===== src/rtl/pfd_pkg.sv =====
package pfd_pkg;
  typedef enum int unsigned {
    CH_REF = 0,
    CH_FB  = 1
  } pfd_ch_e;

  localparam int unsigned NUM_CH = 2;
endpackage


===== src/rtl/pfd_edge_sync.sv =====
module pfd_edge_sync #(
  parameter int unsigned N_CH   = 2,
  parameter int unsigned STAGES = 2
) (
  input  logic            clk_i,
  input  logic            rst_ni,
  input  logic [N_CH-1:0] lvl_i,
  output logic [N_CH-1:0] rise_o
);
  for (genvar c = 0; c < N_CH; c++) begin : g_ch
    logic [STAGES-1:0] sh_q;
    logic              prev_q;

    always_ff @(posedge clk_i or negedge rst_ni) begin
      if (!rst_ni) begin
        sh_q   <= '0;
        prev_q <= 1'b0;
      end else begin
        sh_q   <= {sh_q[STAGES-2:0], lvl_i[c]};
        prev_q <= sh_q[STAGES-1];
      end
    end

    assign rise_o[c] = sh_q[STAGES-1] & ~prev_q;
  end
endmodule


===== src/rtl/pfd_tristate.sv =====
module pfd_tristate (
  input  logic clk_i,
  input  logic rst_ni,
  input  logic ref_rise_i,
  input  logic fb_rise_i,
  output logic up_o,
  output logic dn_o
);
  logic up_q, dn_q, both;

  assign both = up_q & dn_q;

  // clearing wins over a new edge in the overlap cycle
  always_ff @(posedge clk_i or negedge rst_ni) begin
    if (!rst_ni) begin
      up_q <= 1'b0;
      dn_q <= 1'b0;
    end else if (both) begin
      up_q <= 1'b0;
      dn_q <= 1'b0;
    end else begin
      up_q <= up_q | ref_rise_i;
      dn_q <= dn_q | fb_rise_i;
    end
  end

  assign up_o = up_q;
  assign dn_o = dn_q;
endmodule


===== src/rtl/pfd_lock_filter.sv =====
module pfd_lock_filter #(
  parameter int unsigned LOCK_PERIODS = 4,
  parameter int unsigned LONG_ERR     = 4
) (
  input  logic clk_i,
  input  logic rst_ni,
  input  logic win_i,
  input  logic period_i,
  output logic lock_o
);
  localparam int unsigned RUN_W  = $clog2(LONG_ERR + 1);
  localparam int unsigned GOOD_W = $clog2(LOCK_PERIODS + 1);

  logic [RUN_W-1:0]  run_q;
  logic [GOOD_W-1:0] good_q;
  logic              lock_q;
  logic              long_err;

  always_ff @(posedge clk_i or negedge rst_ni) begin
    if (!rst_ni)                           run_q <= '0;
    else if (!win_i)                       run_q <= '0;
    else if (run_q != RUN_W'(LONG_ERR))    run_q <= run_q + 1'b1;
  end

  assign long_err = win_i && (run_q >= RUN_W'(LONG_ERR - 1));

  always_ff @(posedge clk_i or negedge rst_ni) begin
    if (!rst_ni) begin
      good_q <= '0;
      lock_q <= 1'b0;
    end else if (long_err) begin
      good_q <= '0;
      lock_q <= 1'b0;
    end else if (period_i && good_q != GOOD_W'(LOCK_PERIODS)) begin
      good_q <= good_q + 1'b1;
      if (good_q == GOOD_W'(LOCK_PERIODS - 1)) lock_q <= 1'b1;
    end
  end

  assign lock_o = lock_q;
endmodule


===== src/rtl/pfd_lock_top.sv =====
module pfd_lock_top
  import pfd_pkg::*;
#(
  parameter int unsigned SYNC_STAGES  = 2,
  parameter int unsigned LOCK_PERIODS = 4,
  parameter int unsigned LONG_ERR     = 4
) (
  input  logic clk_i,
  input  logic rst_ni,
  input  logic ref_i,
  input  logic fb_i,
  input  logic out_en_i,
  output logic up_o,
  output logic dn_o,
  output logic win_o,
  output logic lock_o
);
  logic [NUM_CH-1:0] lvl, rise;
  logic ref_rise, fb_rise;
  logic up_raw, dn_raw;
  logic up_n, dn_n;

  assign lvl[CH_REF] = ref_i;
  assign lvl[CH_FB]  = fb_i;

  pfd_edge_sync #(.N_CH(NUM_CH), .STAGES(SYNC_STAGES)) u_sync (
    .clk_i (clk_i),
    .rst_ni(rst_ni),
    .lvl_i (lvl),
    .rise_o(rise)
  );

  assign ref_rise = rise[CH_REF];
  assign fb_rise  = rise[CH_FB];

  pfd_tristate u_core (
    .clk_i     (clk_i),
    .rst_ni    (rst_ni),
    .ref_rise_i(ref_rise),
    .fb_rise_i (fb_rise),
    .up_o      (up_raw),
    .dn_o      (dn_raw)
  );

  // active-low pulse forms; window is their NAND
  assign up_n  = ~up_raw;
  assign dn_n  = ~dn_raw;
  assign win_o = ~(up_n & dn_n);

  pfd_lock_filter #(.LOCK_PERIODS(LOCK_PERIODS), .LONG_ERR(LONG_ERR)) u_lock (
    .clk_i   (clk_i),
    .rst_ni  (rst_ni),
    .win_i   (win_o),
    .period_i(ref_rise),
    .lock_o  (lock_o)
  );

  assign up_o = up_raw & out_en_i;
  assign dn_o = dn_raw & out_en_i;
endmodule


===== config.mk =====
export PLATFORM = sky130hd
export DESIGN_NAME = pfd_lock_top
export DESIGN_NICKNAME = d
export VERILOG_FILES = /design/src/rtl/pfd_pkg.sv /design/src/rtl/pfd_edge_sync.sv /design/src/rtl/pfd_tristate.sv /design/src/rtl/pfd_lock_filter.sv /design/src/rtl/pfd_lock_top.sv
export SDC_FILE = /design/constraint.sdc
export NUM_CORES = 1
export LEC_CHECK = 0
export ABC_AREA = 1
export BUFFER_PORTS_ARGS = -buffer_cell sky130_fd_sc_hd__buf_2
export CAP_MARGIN = 20
export CORE_AREA = 3 3 40 42
export CTS_CLUSTER_SIZE = 20
export DETAILED_ROUTE_END_ITERATION = 7
export DIE_AREA = 0 0 43 45
export PLACE_DENSITY = 0.73
export SLEW_MARGIN = 15
export SYNTH_ARGS = -nofsm -noshare
export SYNTH_HDL_FRONTEND = slang
export SYNTH_HIERARCHICAL = 1
export SYNTH_SLANG_ARGS = --single-unit

===== constraint.sdc =====
create_clock -name clk_i -period 1.7 [get_ports clk_i]
set_input_delay 0.255 -clock clk_i [delete_from_list [all_inputs] [get_ports clk_i]]
set_output_delay 0.255 -clock clk_i [all_outputs]
set_load 0.03 [all_outputs]

=== Word level (Yosys, flattened, before mapping) ===
Cells that the tools add are included.

* Equality and inequality tests: 3
* Add/sub/neg operators: 2
* Bitwise logic cells: 13
* Reduce and logical (&&, ||, !) cells: 6
* Multiplexer cells: 9
* Order comparisons: 1

{| class="wikitable"
|+ Operators with widths
! kind !! number
|-
| $mux W3 || 4
|-
| $add A3 B1 Y3 const B || 2
|-
| $and A1 B1 Y1 || 6
|-
| $ne A3 B3 Y1 const B || 2
|-
| $reduce_bool A2 Y1 || 3
|-
| $mux W1 || 5
|-
| $not A1 Y1 || 5
|-
| $eq A3 B2 Y1 const B || 1
|-
| $ge A3 B2 Y1 const B || 1
|-
| $logic_and A1 B1 Y1 || 2
|-
| $or A1 B1 Y1 || 2
|-
| $reduce_and A2 Y1 || 1
|}

* Register bits: 15
* Output and inout bits: 4
* Bits of input ports: 5
* Word-level logic and storage cells: 43

=== Longest topological paths before layout ===
Gate-level depths: netlist of the first run.

* Depth after elaboration: 6
* Mapped depth: 8
* Gate-level depth less buffers: 8

=== By module ===
The synthesis of the first run kept the hierarchy.

{| class="wikitable"
|+ By module, submodules not included
! module !! seq. area each (µm²) !! area an instance (µm²) !! cells each !! times used
|-
| pfd_lock_filter || 175.2 || 422.9 || 54 || 1
|-
| pfd_edge_sync || 150.1 || 170.2 || 10 || 1
|-
| pfd_tristate || 50.0 || 80.1 || 10 || 1
|-
| pfd_lock_top || 0.0 || 26.3 || 7 || 1
|}

=== Worst setup path after synthesis of the first run ===
Ideal clock, no wire load.

* Kind: register to register
* From: reg u_lock.run_q[0]
* To: reg u_lock.good_q[0]
* Setup slack: 0.546 ns
* Data required time: 1.629 ns
* Arrival time: 1.083 ns
* Buffers on the path: 0
* Cell stages (with the launch flop): 8
* Clock period less this slack: 1.154 ns
* Library setup time: 0.071 ns
* Cells stage by stage: dfrtp_1 > ha_1 > ha_1 > nor2_1 > nand2_1 > nand2_2 > inv_1 > nor2_1

* Word-level cells in the longest chain between the ends: 3
* Elaborated cells on any way between the ends: 4
* Those cells by class: order compare (1); mux (1); reduce/logical (2)

{| class="wikitable"
|+ Ends and longest elaborated chain
! what !! RTL line !! text
|-
| from (decl) || pfd_lock_filter.sv:14 || <nowiki>logic [RUN_W-1:0] run_q;</nowiki>
|-
| from (signal assigned) || pfd_lock_filter.sv:22 || <nowiki>else if (run_q != RUN_W'(LONG_ERR)) run_q <= run_q + 1'b1;</nowiki>
|-
| $ge A3 B2 Y1 * || pfd_lock_filter.sv:25 || <nowiki>assign long_err = win_i && (run_q >= RUN_W'(LONG_ERR - 1));</nowiki>
|-
| $logic_and A1 B1 Y1 * || pfd_lock_filter.sv:25 ||
|-
| $mux W3 or $reduce_bool A2 Y1 (tied branches) || n/a ||
|-
| to (signal assigned) || pfd_lock_filter.sv:35 || <nowiki>good_q <= good_q + 1'b1;</nowiki>
|-
| to (decl) || pfd_lock_filter.sv:15 || <nowiki>logic [GOOD_W-1:0] good_q;</nowiki>
|}

Every way passes the cells marked *; elsewhere a longest branch is shown, timed or not.
A chain may end at the register's enable or synchronous reset.

=== Worst setup path in the final report of the first run ===
* From: reg u_core.dn_q, in the netlist u_core/dn_o
* To: out win_o

* Word-level cells in the longest chain between the ends: 3

{| class="wikitable"
|+ Ends and longest elaborated chain
! what !! RTL line !! text
|-
| from (decl) || pfd_tristate.sv:9 || <nowiki>logic up_q, dn_q, both;</nowiki>
|-
| from (signal assigned) || pfd_tristate.sv:23 || <nowiki>dn_q <= dn_q | fb_rise_i;</nowiki>
|-
| $not A1 Y1 || pfd_lock_top.sv:47 || <nowiki>assign dn_n = ~dn_raw;</nowiki>
|-
| $and A1 B1 Y1 || pfd_lock_top.sv:48 || <nowiki>assign win_o = ~(up_n & dn_n);</nowiki>
|-
| $not A1 Y1 || pfd_lock_top.sv:48 ||
|-
| to (decl) || pfd_lock_top.sv:15 || <nowiki>output logic win_o,</nowiki>
|}

Every way passes these cells.

==> results_dict.tcl, run 1 <==
set metrics [dict create \
    fin_skew_ns 0.005352 \
    hold_violations 0 \
    setup.worst_path.class "flip-flop to output port" \
    place.port_buffers 8 \
    weighted_congestion_at_the_end_of_routability_driven_global_placement 0.7894 \
    critical_path.max_fanout 4 \
    num-fill-cells 126 \
    io_pins 9 \
    syn_to_final_growth_pct 13.77 \
    max-slew-margin-rel_pct 78.81 \
    clock_sinks 15 \
    die_boundary_width_um 43 \
    final_antenna_net_count 0 \
    hp-class "input port to flip-flop" \
    cts_inserted_buffers 3 \
    timing.final.max_slew_violations 0 \
    yosysSeqAreaShare_pct 53.67 \
    setup.worst_path.end_class "output port" \
    yosys_warn_count 6 \
    h-tree-depth 1 \
    number_of_antenna_violations_at_the_first_check_in_global_routing 0 \
    clock-root-buffer "clkbuf_4" \
    reported_max_cap_violation_count 0 \
    rsz0062_at_grt "false" \
    layout_commonest_cell "nand2_1" \
    floorplan.initialDensity_pct 54.43 \
    syn_area_um2 699.4 \
    routed-via-count 491 \
    timing.setup.tns_ns 0 \
    critical_path.startpoint_type "flip-flop" \
    detail_route.first_pass.iterations 4 \
    placement_rows 13 \
    coreArea_um2 1285 \
    maximum_clock_frequency_ghz 0.7545 \
    transition_at_the_pin_with_the_smallest_max_transition_slack_ns 0.3179 \
    diodes 0 \
    ys_types 10 \
    vias_in_the_first_global_route 445 \
    busiest_layer "met2" \
    post_cts_hold_buffer_count 1 \
    clockBufferDepth 2 \
    cts.clk_slew.worst_paths_ns 0.09 \
    overflow 0 \
    hold_path_depth 1 \
    grt_max_degree 16 \
    grt_pass1_wl_um 1773 \
    fp.dieH_um 45 \
    synth.net_count 92 \
    post-route-drc-count 0 \
    post_drt_via_cell_ratio 4.505 \
    routed_wire_length_per_instance_um 9.156 \
    final_nets 106 \
    report.final.setup_viol 0 \
    area_enclosed_by_the_die_boundary_um2 1935 \
    layout.cells.most_common_list "23 x nand2_1, 21 x inv_1, 15 x dfrtp_1" \
    worst_voltage_drop_across_the_vdd_grid_v 0.0007833 \
    status "completed" \
    cellPowerDensity_nw_per_um2 1540 \
    power.static_leakage_nw 0.4897 \
    place_hpwl_um 791.6 \
    hold_slack_ns 0.08027 \
    final_min_period_over_clock_period_pct 77.97 \
    period_needed_ns 1.325 \
    routed_wl_um 998 \
    drt-initial-drc-count 9 \
    worst_r2r_path_depth 7 \
    cts_resized 0 \
    clock_insertion_delay_worst_skew_ns 0.28 \
    syn_area_per_cell_um2 8.635 \
    groute.layer.met2.usage_pct 20.96 \
    groute.layer.met1.usage_pct 14.14 \
    yosys_register_bits 15 \
    arrival_ns 1.07 \
    final_layout_size_suffix_gt1_share_pct 18.09 \
    synth_cells 81 \
    cp_data_required_time_ns 1.44 \
    tritoncts "built" \
    cts_post_setup_buffers_inserted 0 \
    combined_global_route_utilization_of_all_metal_layers_pct 12.94 \
    grt_util_met3_pct 5.976 \
]
worst max-delay path, cell delays in order, from the launching register on:
cell and delay, ns:
dfrtp_1 0.39, inv_1 0.05, nand2_1 0.12, buf_2 0.22
where the power goes:
| part | leakage [nW] | switching, mW | total, mW | internal [mW] |
|---|---|---|---|---|
| registers | 0.186 | 0.0818 | 0.538 | 0.456 |
| clock network | 0.0177 | 0.109 | 0.196 | 0.0872 |
| logic | 0.286 | 0.317 | 0.491 | 0.175 |
| total | 0.490 | 0.508 | 1.23 | 0.718 |
cells in the mapped netlist (all sizes together):
cell type	count	area, µm²
nand2	26	105.1
inv	21	78.83
dfrtp	15	375.4
ha	6	75.07
nand3	5	25.02
nor2	4	20.02
a21oi	3	15.01
o21ai	1	5.000
stage by stage:
| stage | cell area [µm²] | setup WS, ns | util [%] | power, mW | std cells |
|---|---|---|---|---|---|
| after floorplan | 699.4 | 0.5458 | - | 0.9179 | 81 |
| after global placement | 758.2 | 0.4965 | 59.01 | 1.017 | 104 |
| after detailed placement | 758.2 | 0.4564 | 59.01 | 1.045 | 104 |
| after CTS | 795.8 | 0.3512 | 61.93 | 1.251 | 109 |
| after global routing | 795.8 | 0.2732 | 61.93 | 1.358 | 109 |
| final | 795.8 | 0.3746 | 61.93 | 1.225 | 109 |
final timing paths:
check,start,to,slack (ns)
min reg2reg,u_sync/g_ch[0].sh_q[0],u_sync/g_ch[0].sh_q[1],0.36
max,u_core/dn_o,win_o,0.37
min,ref_i,u_sync/g_ch[0].sh_q[0],0.08
max in group asynchronous,rst_ni,u_sync/g_ch[0].prev_q,1.06
min in group asynchronous,rst_ni,u_lock/run_q[0],0.40
max reg2reg,u_lock/run_q[0],u_lock/good_q[0],0.45
area by class of cell:
cell class / count / area, µm² / area share (%)
Timing Repair Buffer: 9 / 50.05 / 6.289
Sequential cell: 15 / 375.4 / 47.17
Multi-Input combinational cell: 45 / 245.2 / 30.82
Clock buffer: 3 / 22.52 / 2.830
Clock inverter: 1 / 5.005 / 0.6289
Tap cell: 15 / 18.77 / 2.358
Inverter: 21 / 78.83 / 9.906
logic make-up (layout without fill, tap and decap cells):
logic type                 after synthesis  after routing  synth area share [%]
DFF                                     15             15                 53.67
and+or+nand+nor                         35             35                 21.47
AOI/OAI and AO/OA                        4              4                 2.861
buffers and inverters                   21             34                 11.27
adders and majority gates                6              6                 10.73
sequential cells by signal (all words and copies together), names as in the netlist:
| register | cells |
|---|---|
| u_sync/g_ch.sh_q | 4 |
| u_lock/good_q | 3 |
| u_lock/run_q | 3 |
| u_sync/g_ch.prev_q | 2 |
| u_core/dn_o | 1 |
| u_core/up_o | 1 |
| u_lock/lock_o | 1 |
metal layers:
layer,share of wire [%],vias up
met5,0,-
met4,0,0
met1,44,223
met2,53,4
met3,2.6,0
li1,-,264
No activity file was read; power rests on OpenSTA's default activity.
==> inputs of run 2 (changes only) <==
--- a/config.mk
+++ b/config.mk
@@ -8,11 +8,11 @@
 export ABC_AREA = 1
 export BUFFER_PORTS_ARGS = -buffer_cell sky130_fd_sc_hd__buf_2
 export CAP_MARGIN = 20
-export CORE_AREA = 3 3 40 42
+export CORE_MARGIN = 3
+export CORE_UTILIZATION = 48
 export CTS_CLUSTER_SIZE = 20
 export DETAILED_ROUTE_END_ITERATION = 7
-export DIE_AREA = 0 0 43 45
-export PLACE_DENSITY = 0.73
+export PLACE_DENSITY = 0.71
 export SLEW_MARGIN = 15
 export SYNTH_ARGS = -nofsm -noshare
 export SYNTH_HDL_FRONTEND = slang
==> constraint.sdc (replaced) <==
create_clock -name clk_i -period 1.1 [get_ports clk_i]
set_input_delay 0.165 -clock clk_i [delete_from_list [all_inputs] [get_ports clk_i]]
set_output_delay 0.165 -clock clk_i [all_outputs]
set_load 0.03 [all_outputs]
==> run 2 against run 1 <==
The run now ends with negative setup slack left. Sequential cell count unchanged. Setup slack worse by 0.44 ns. First-iteration DRC count is 33% higher. Critical path type is now flip-flop to flip-flop.
==> results_dict.tcl, run 2 (synthesized netlist as in run 1, its figures left out) <==
set metrics [dict create \
    final_nets 117 \
    critical_path.startpoint_type "flip-flop" \
    fin_skew_ns 0.005474 \
    post-route-drc-count 0 \
    syn_to_final_growth_pct 42.04 \
    fp.dieH_um 44.17 \
    hold_violations 0 \
    die_boundary_width_um 44.17 \
    startpoint "u_lock/good_q[0]" \
    drt-initial-drc-count 12 \
    floorplan.initialDensity_pct 52.44 \
    area_enclosed_by_the_die_boundary_um2 1951 \
    largest_reg_flops 4 \
    placement_rows 13 \
    clock_insertion_delay_worst_skew_ns 0.28 \
    routed-via-count 541 \
    max-slew-margin-rel_pct 78.64 \
    clock-root-buffer "clkbuf_4" \
    place_hpwl_um 867.8 \
    critical_path.max_fanout 3 \
    power.static_leakage_nw 0.5529 \
    total_power_mw 2.524 \
    violations "negative setup slack" \
    post_drt_via_cell_ratio 4.508 \
    report.final.setup_viol 5 \
    maximum_clock_frequency_ghz 0.8589 \
    postLayoutSetupSlackWorst_ns -0.06425 \
    hold_slack_ns 0.3008 \
    place.port_buffers 8 \
    final_layout_size_suffix_gt1_share_pct 44.76 \
    routed_wl_um 1257 \
    h-tree-depth 1 \
    diodes 0 \
    setup.worst_path.class "flip-flop to flip-flop" \
    rsz0062_at_grt "true" \
    num-fill-cells 92 \
    period_needed_ns 1.164 \
    number_of_antenna_violations_at_the_first_check_in_global_routing 0 \
    grt_max_degree 16 \
    worst_voltage_drop_across_the_vdd_grid_v 0.001457 \
    postLayoutCellArea_um2 993.5 \
    weighted_congestion_at_the_end_of_routability_driven_global_placement 0.7403 \
    cts.clk_slew.worst_paths_ns 0.09 \
    cp_data_required_time_ns 1.28 \
    status "complete, but fails checks" \
    timing.final.max_slew_violations 0 \
    layout_top_registers "u_sync/g_ch.sh_q (4), u_lock/good_q (3), u_lock/run_q (3)" \
    cts_inserted_buffers 3 \
    layout.cells.most_common_list "21 x nand2_1, 14 x inv_1, 14 x dfrtp_1" \
    setup.worst_path.end_class "flip-flop" \
    final_min_period_over_clock_period_pct 105.8 \
    coreArea_um2 1334 \
    grt_pass1_wl_um 2214 \
    combined_global_route_utilization_of_all_metal_layers_pct 16.10 \
    hp-class "input port to async pin" \
    crit-reg2reg-launch "u_lock/good_q[0]" \
    routed_wire_length_per_instance_um 10.48 \
    clockBufferDepth 2 \
    transition_at_the_pin_with_the_smallest_max_transition_slack_ns 0.3204 \
    tritoncts "built" \
    cellPowerDensity_nw_per_um2 2541 \
    io_pins 9 \
    detail_route.first_pass.iterations 4 \
    arrival_ns 1.35 \
    vias_in_the_first_global_route 547 \
    dpl_cell_area_um2 813.3 \
    reported_max_cap_violation_count 0 \
    largest-register "u_sync/g_ch.sh_q" \
    clock_sinks 15 \
    final_antenna_net_count 0 \
    overflow 0 \
    layout_commonest_cell "nand2_1" \
]
==> run 2: changes by cell type in the layout (fill, tap and decap cells not counted), sizes merged <==
cell and delta:
dlygate4sd3 +2, buf +9
==> run 2: stage by stage <==
stage	setup TNS (ns)	util [%]	instances	worst slack, ns
6_report	-0.2100	74.48	120	-0.06425
5_1_grt	-0.6603	74.48	120	-0.1219
4_1_cts	-0.2871	70.54	118	-0.06621
3_5_place_dp	-0.2737	60.98	108	-0.07204
3_3_place_gp	-0.1712	60.98	108	-0.07840
2_1_floorplan	-0.04068	-	81	-0.02354
==> run 2: timing repair <==
action | in CTS | in global routing
pin swaps | 5 | 5
hold buffers | 3 | 0
buffers inserted | 3 | 2
gates resized for setup | 14 | 14
endpoints found under the hold margin | 17 | 0
endpoints found under the setup margin | 9 | 10
==> run 2: final timing paths <==
kind | to | slack (ns) | cells past startpoint
setup / recovery | u_lock/good_q[2] | -0.06 | 7
hold / removal | u_lock/good_q[2] | 0.30 | 2
setup reg to reg | u_lock/good_q[2] | -0.06 | 7
hold reg to reg | u_sync/g_ch[1].sh_q[1] | 0.36 | 0
max in group asynchronous | u_lock/good_q[0] | 0.54 | 2
min in group clk_i | u_sync/g_ch[1].sh_q[1] | 0.36 | 0
==> run 2: cell type report <==
type | count | area [µm²] | share of cell area, %
Clock inverter | 1 | 5.005 | 0.5038
Multi-Input combinational cell | 45 | 332.8 | 33.50
Timing Repair Buffer | 20 | 156.4 | 15.74
Tap cell | 15 | 18.77 | 1.889
Inverter | 21 | 81.33 | 8.186
Clock buffer | 3 | 22.52 | 2.267
Sequential cell | 15 | 376.6 | 37.91
==> run 2: per-layer routing <==
| layer | share of wire, % | vias to the layer above | GRT usage (%) |
|---|---|---|---|
| li1 | - | 286 | - |
| met1 | 47 | 241 | 19.06 |
| met2 | 47 | 12 | 25.87 |
| met3 | 4.7 | 2 | 7.317 |
| met4 | 1.0 | 0 | 5.422 |
| met5 | 0 | - | 0 |
==> run 2: where the power goes <==
group,internal (mW),switching (mW)
registers,0.708,0.131
clock network,0.135,0.167
logic,0.653,0.731
==> run 2: worst max-delay path: stages, from the launching register on <==
cell and delay [ns]:
dfrtp_2 0.45, ha_4 0.17, ha_4 0.25, inv_2 0.03, nand3_2 0.04, nand2_1 0.05
nand2_1 0.05, inv_1 0.03
==> inputs of run 3 (changes only) <==
--- a/config.mk
+++ b/config.mk
@@ -5,7 +5,6 @@
 export SDC_FILE = /design/constraint.sdc
 export NUM_CORES = 1
 export LEC_CHECK = 0
-export ABC_AREA = 1
 export BUFFER_PORTS_ARGS = -buffer_cell sky130_fd_sc_hd__buf_2
 export CAP_MARGIN = 20
 export CORE_MARGIN = 3
==> run 3 against run 2 <==
The run still ends with negative setup slack left. Count of clock-buffer cells in the layout up 1. Highest routed layer unchanged. Global-route usage is 2.2 points lower. Largest power group unchanged. Critical endpoint is now win_o. Critical path depth decreased by 5. Largest cell class unchanged. Combinational power up 4%.
==> results_dict.tcl, run 3 <==
set metrics [dict create \
    syn_area_per_cell_um2 12.13 \
    cellPowerDensity_nw_per_um2 2563 \
    total_power_mw 2.579 \
    synth_most_common_cell "dfrtp_1" \
    maximum_clock_frequency_ghz 0.7996 \
    synth_commonest_cells "15 x dfrtp_1, 9 x inv_1, 6 x ha_1" \
    timing.final.max_slew_violations 0 \
    cp_data_required_time_ns 0.94 \
    startpoint "u_core/dn_o" \
    max-slew-margin-rel_pct 79.04 \
    final_antenna_net_count 0 \
    layout.cells.most_common_list "15 x buf_4, 15 x dfrtp_1, 7 x inv_1" \
    period_needed_ns 1.251 \
    h-tree-depth 1 \
    yosys_register_bits 15 \
    setup.worst_path.end_class "output port" \
    placement_rows 12 \
    yosys_warn_count 6 \
    area_enclosed_by_the_die_boundary_um2 1903 \
    final_min_period_over_clock_period_pct 113.7 \
    seqPwrFrac_pct 32.9 \
    hp-class "input port to async pin" \
    p_switching_uw 921.8 \
    critical_path.startpoint_type "flip-flop" \
    drt-initial-drc-count 2 \
    fin_skew_ns 0.001988 \
    cell_internal_pwr_mw 1.657 \
    async_reset_ff_share_pct 100.0 \
    synth_edf_count 0 \
    postLayoutCellArea_um2 1006 \
    grt_pass1_wl_um 1980 \
    power.static_leakage_nw 0.4901 \
    detail_route.first_pass.iterations 2 \
    yosysSeqAreaShare_pct 55.25 \
    dpl_cell_area_um2 814.5 \
    post-route-drc-count 0 \
    place.port_buffers 8 \
    number_of_antenna_violations_at_the_first_check_in_global_routing 0 \
    clock-root-buffer "clkbuf_4" \
    status "complete, but fails checks" \
    layout_top_registers "u_sync/g_ch.sh_q (4), u_lock/good_q (3), u_lock/run_q (3)" \
    crit-reg2reg-launch "u_lock/run_q[1]" \
    p_sw_share_pct 35.75 \
    violations "negative setup slack" \
    final_nets 98 \
    grt_max_degree 16 \
    synth_top_flop_cell "dfrtp_1" \
    die_boundary_width_um 43.62 \
    post-synth-top-area-fraction_pct 55.25 \
    largest-register "u_sync/g_ch.sh_q" \
    vias_in_the_first_global_route 480 \
    setup.worst_path.class "flip-flop to output port" \
    syn_to_final_growth_pct 48.07 \
    placedCellCount 86 \
    diodes 0 \
    final_layout_size_suffix_gt1_share_pct 51.16 \
    io_pins 9 \
    synth_cells 56 \
    ys_types 19 \
    post_layout_nonfiller_instances 100 \
    weighted_congestion_at_the_end_of_routability_driven_global_placement 0.7160 \
    floorplan.initialDensity_pct 55.86 \
    hold_violations 0 \
    synth.net_count 67 \
    reported_max_cap_violation_count 0 \
    fp.dieH_um 43.62 \
    overflow 0 \
    rsz0062_at_grt "true" \
    clockBufferDepth 2 \
    share_comb_of_total_power_pct 56.0 \
    transition_at_the_pin_with_the_smallest_max_transition_slack_ns 0.3144 \
    post_drt_via_cell_ratio 4.660 \
    place_hpwl_um 772 \
    combined_global_route_utilization_of_all_metal_layers_pct 13.92 \
    utilization_pct 82.72 \
    critical_path.max_fanout 4 \
    cts_inserted_buffers 3 \
    routed-via-count 466 \
    postLayoutSetupSlackWorst_ns -0.1507 \
    routed_wire_length_per_instance_um 12.15 \
    arrival_ns 1.09 \
    num-fill-cells 67 \
    report.final.setup_viol 7 \
    clock_insertion_delay_worst_skew_ns 0.27 \
    syn_area_um2 679.4 \
    post-synth-top-area-cell "dfrtp_1" \
    tritoncts "built" \
    clock_sinks 15 \
    share_of_total_power_in_the_clock_network_pct 11.1 \
    largest_reg_flops 4 \
    worst_voltage_drop_across_the_vdd_grid_v 0.001669 \
    cts.clk_slew.worst_paths_ns 0.08 \
    timing.setup.tns_ns -0.6514 \
    routed_wl_um 1215 \
    synth_top_cells_by_area "dfrtp_1 55%, ha_1 11%, inv_1 5.0%, mux2i_1 4.4%, nor2b_4 4.1%" \
    coreArea_um2 1216 \
]
==> run 3: changes by cell type after synthesis, moves of 3 or more <==
cell | previous run | this run
inv_1 | 21 | 9
nand2_2 | 3 | 0
nand2_1 | 23 | 2
mux2i_1 | 0 | 3
nand3_1 | 5 | 1
==> run 3: area by class of cell <==
class                           instances  area [µm²]  share of cell area, %
Sequential cell                        15       375.4                  37.31
Multi-Input combinational cell         32       351.6                  34.95
Inverter                                9       33.78                  3.358
Timing Repair Buffer                   26       201.4                  20.02
Tap cell                               14       17.52                  1.741
Clock buffer                            4       26.28                  2.612
==> run 3: kinds of logic (layout without fill, tap and decap cells) <==
| family | after synthesis | after routing | share of synthesized area (%) |
|---|---|---|---|
| multiplexers | 3 | 3 | 4.420 |
| adder cells (fa/ha/maj) | 6 | 6 | 11.05 |
| XOR/XNOR | 2 | 2 | 2.579 |
| buffers and inverters | 9 | 39 | 4.972 |
| AO/OA/AOI/OAI | 7 | 7 | 8.287 |
| flip-flops | 15 | 15 | 55.25 |
| AND/OR/NAND/NOR | 14 | 14 | 13.45 |
==> run 3: repair_timing <==
action	in CTS	in global routing
hold endpoints to repair	17	0
hold buffers	3	0
pin swaps	5	7
gates resized for setup	13	7
endpoints found under the setup margin	8	10
buffers inserted	4	4
==> run 3: routing by layer <==
layer  global-route usage (%)  wire (µm)
met1                    17.72        572
met2                    23.26        620
met3                    2.490         16
met4                    5.422          5
met5                        0          0
==> run 3: path summary, 6_finish.rpt <==
check / depth (start not counted) / endpoint / slack (ns)
max in group asynchronous: 2 / u_lock/good_q[1] / 0.55
max reg2reg: 5 / u_lock/good_q[2] / -0.14
min in group clk_i: 0 / u_sync/g_ch[1].sh_q[1] / 0.36
max: 2 / win_o / -0.15
min reg2reg: 0 / u_sync/g_ch[1].sh_q[1] / 0.36
min: 2 / u_sync/g_ch[1].prev_q / 0.31
==> run 3: through the flow <==
stage | setup slack [ns] | hold WS (ns)
2_1_floorplan | -0.09095 | -0.1306
3_3_place_gp | -0.1025 | 0.07350
3_5_place_dp | -0.1341 | 0.07396
4_1_cts | -0.1602 | 0.3141
5_1_grt | -0.1964 | 0.3209
6_report | -0.1507 | 0.3120
==> run 3: power by group through the flow <==
stage | Clock, mW | Sequential [mW] | Combinational, mW
after detailed placement | 0 | 0.853 | 0.954
final | 0.286 | 0.850 | 1.44
after floorplan | 0 | 0.880 | 0.595
after CTS | 0.305 | 0.836 | 1.23
after global placement | 0 | 0.849 | 0.927
after global routing | 0.331 | 0.871 | 1.60
==> run 3: worst max-delay path, stage by stage, from the launching register on <==
cell     delay (ns)
dfrtp_1        0.41
or2_4          0.27
buf_6          0.14
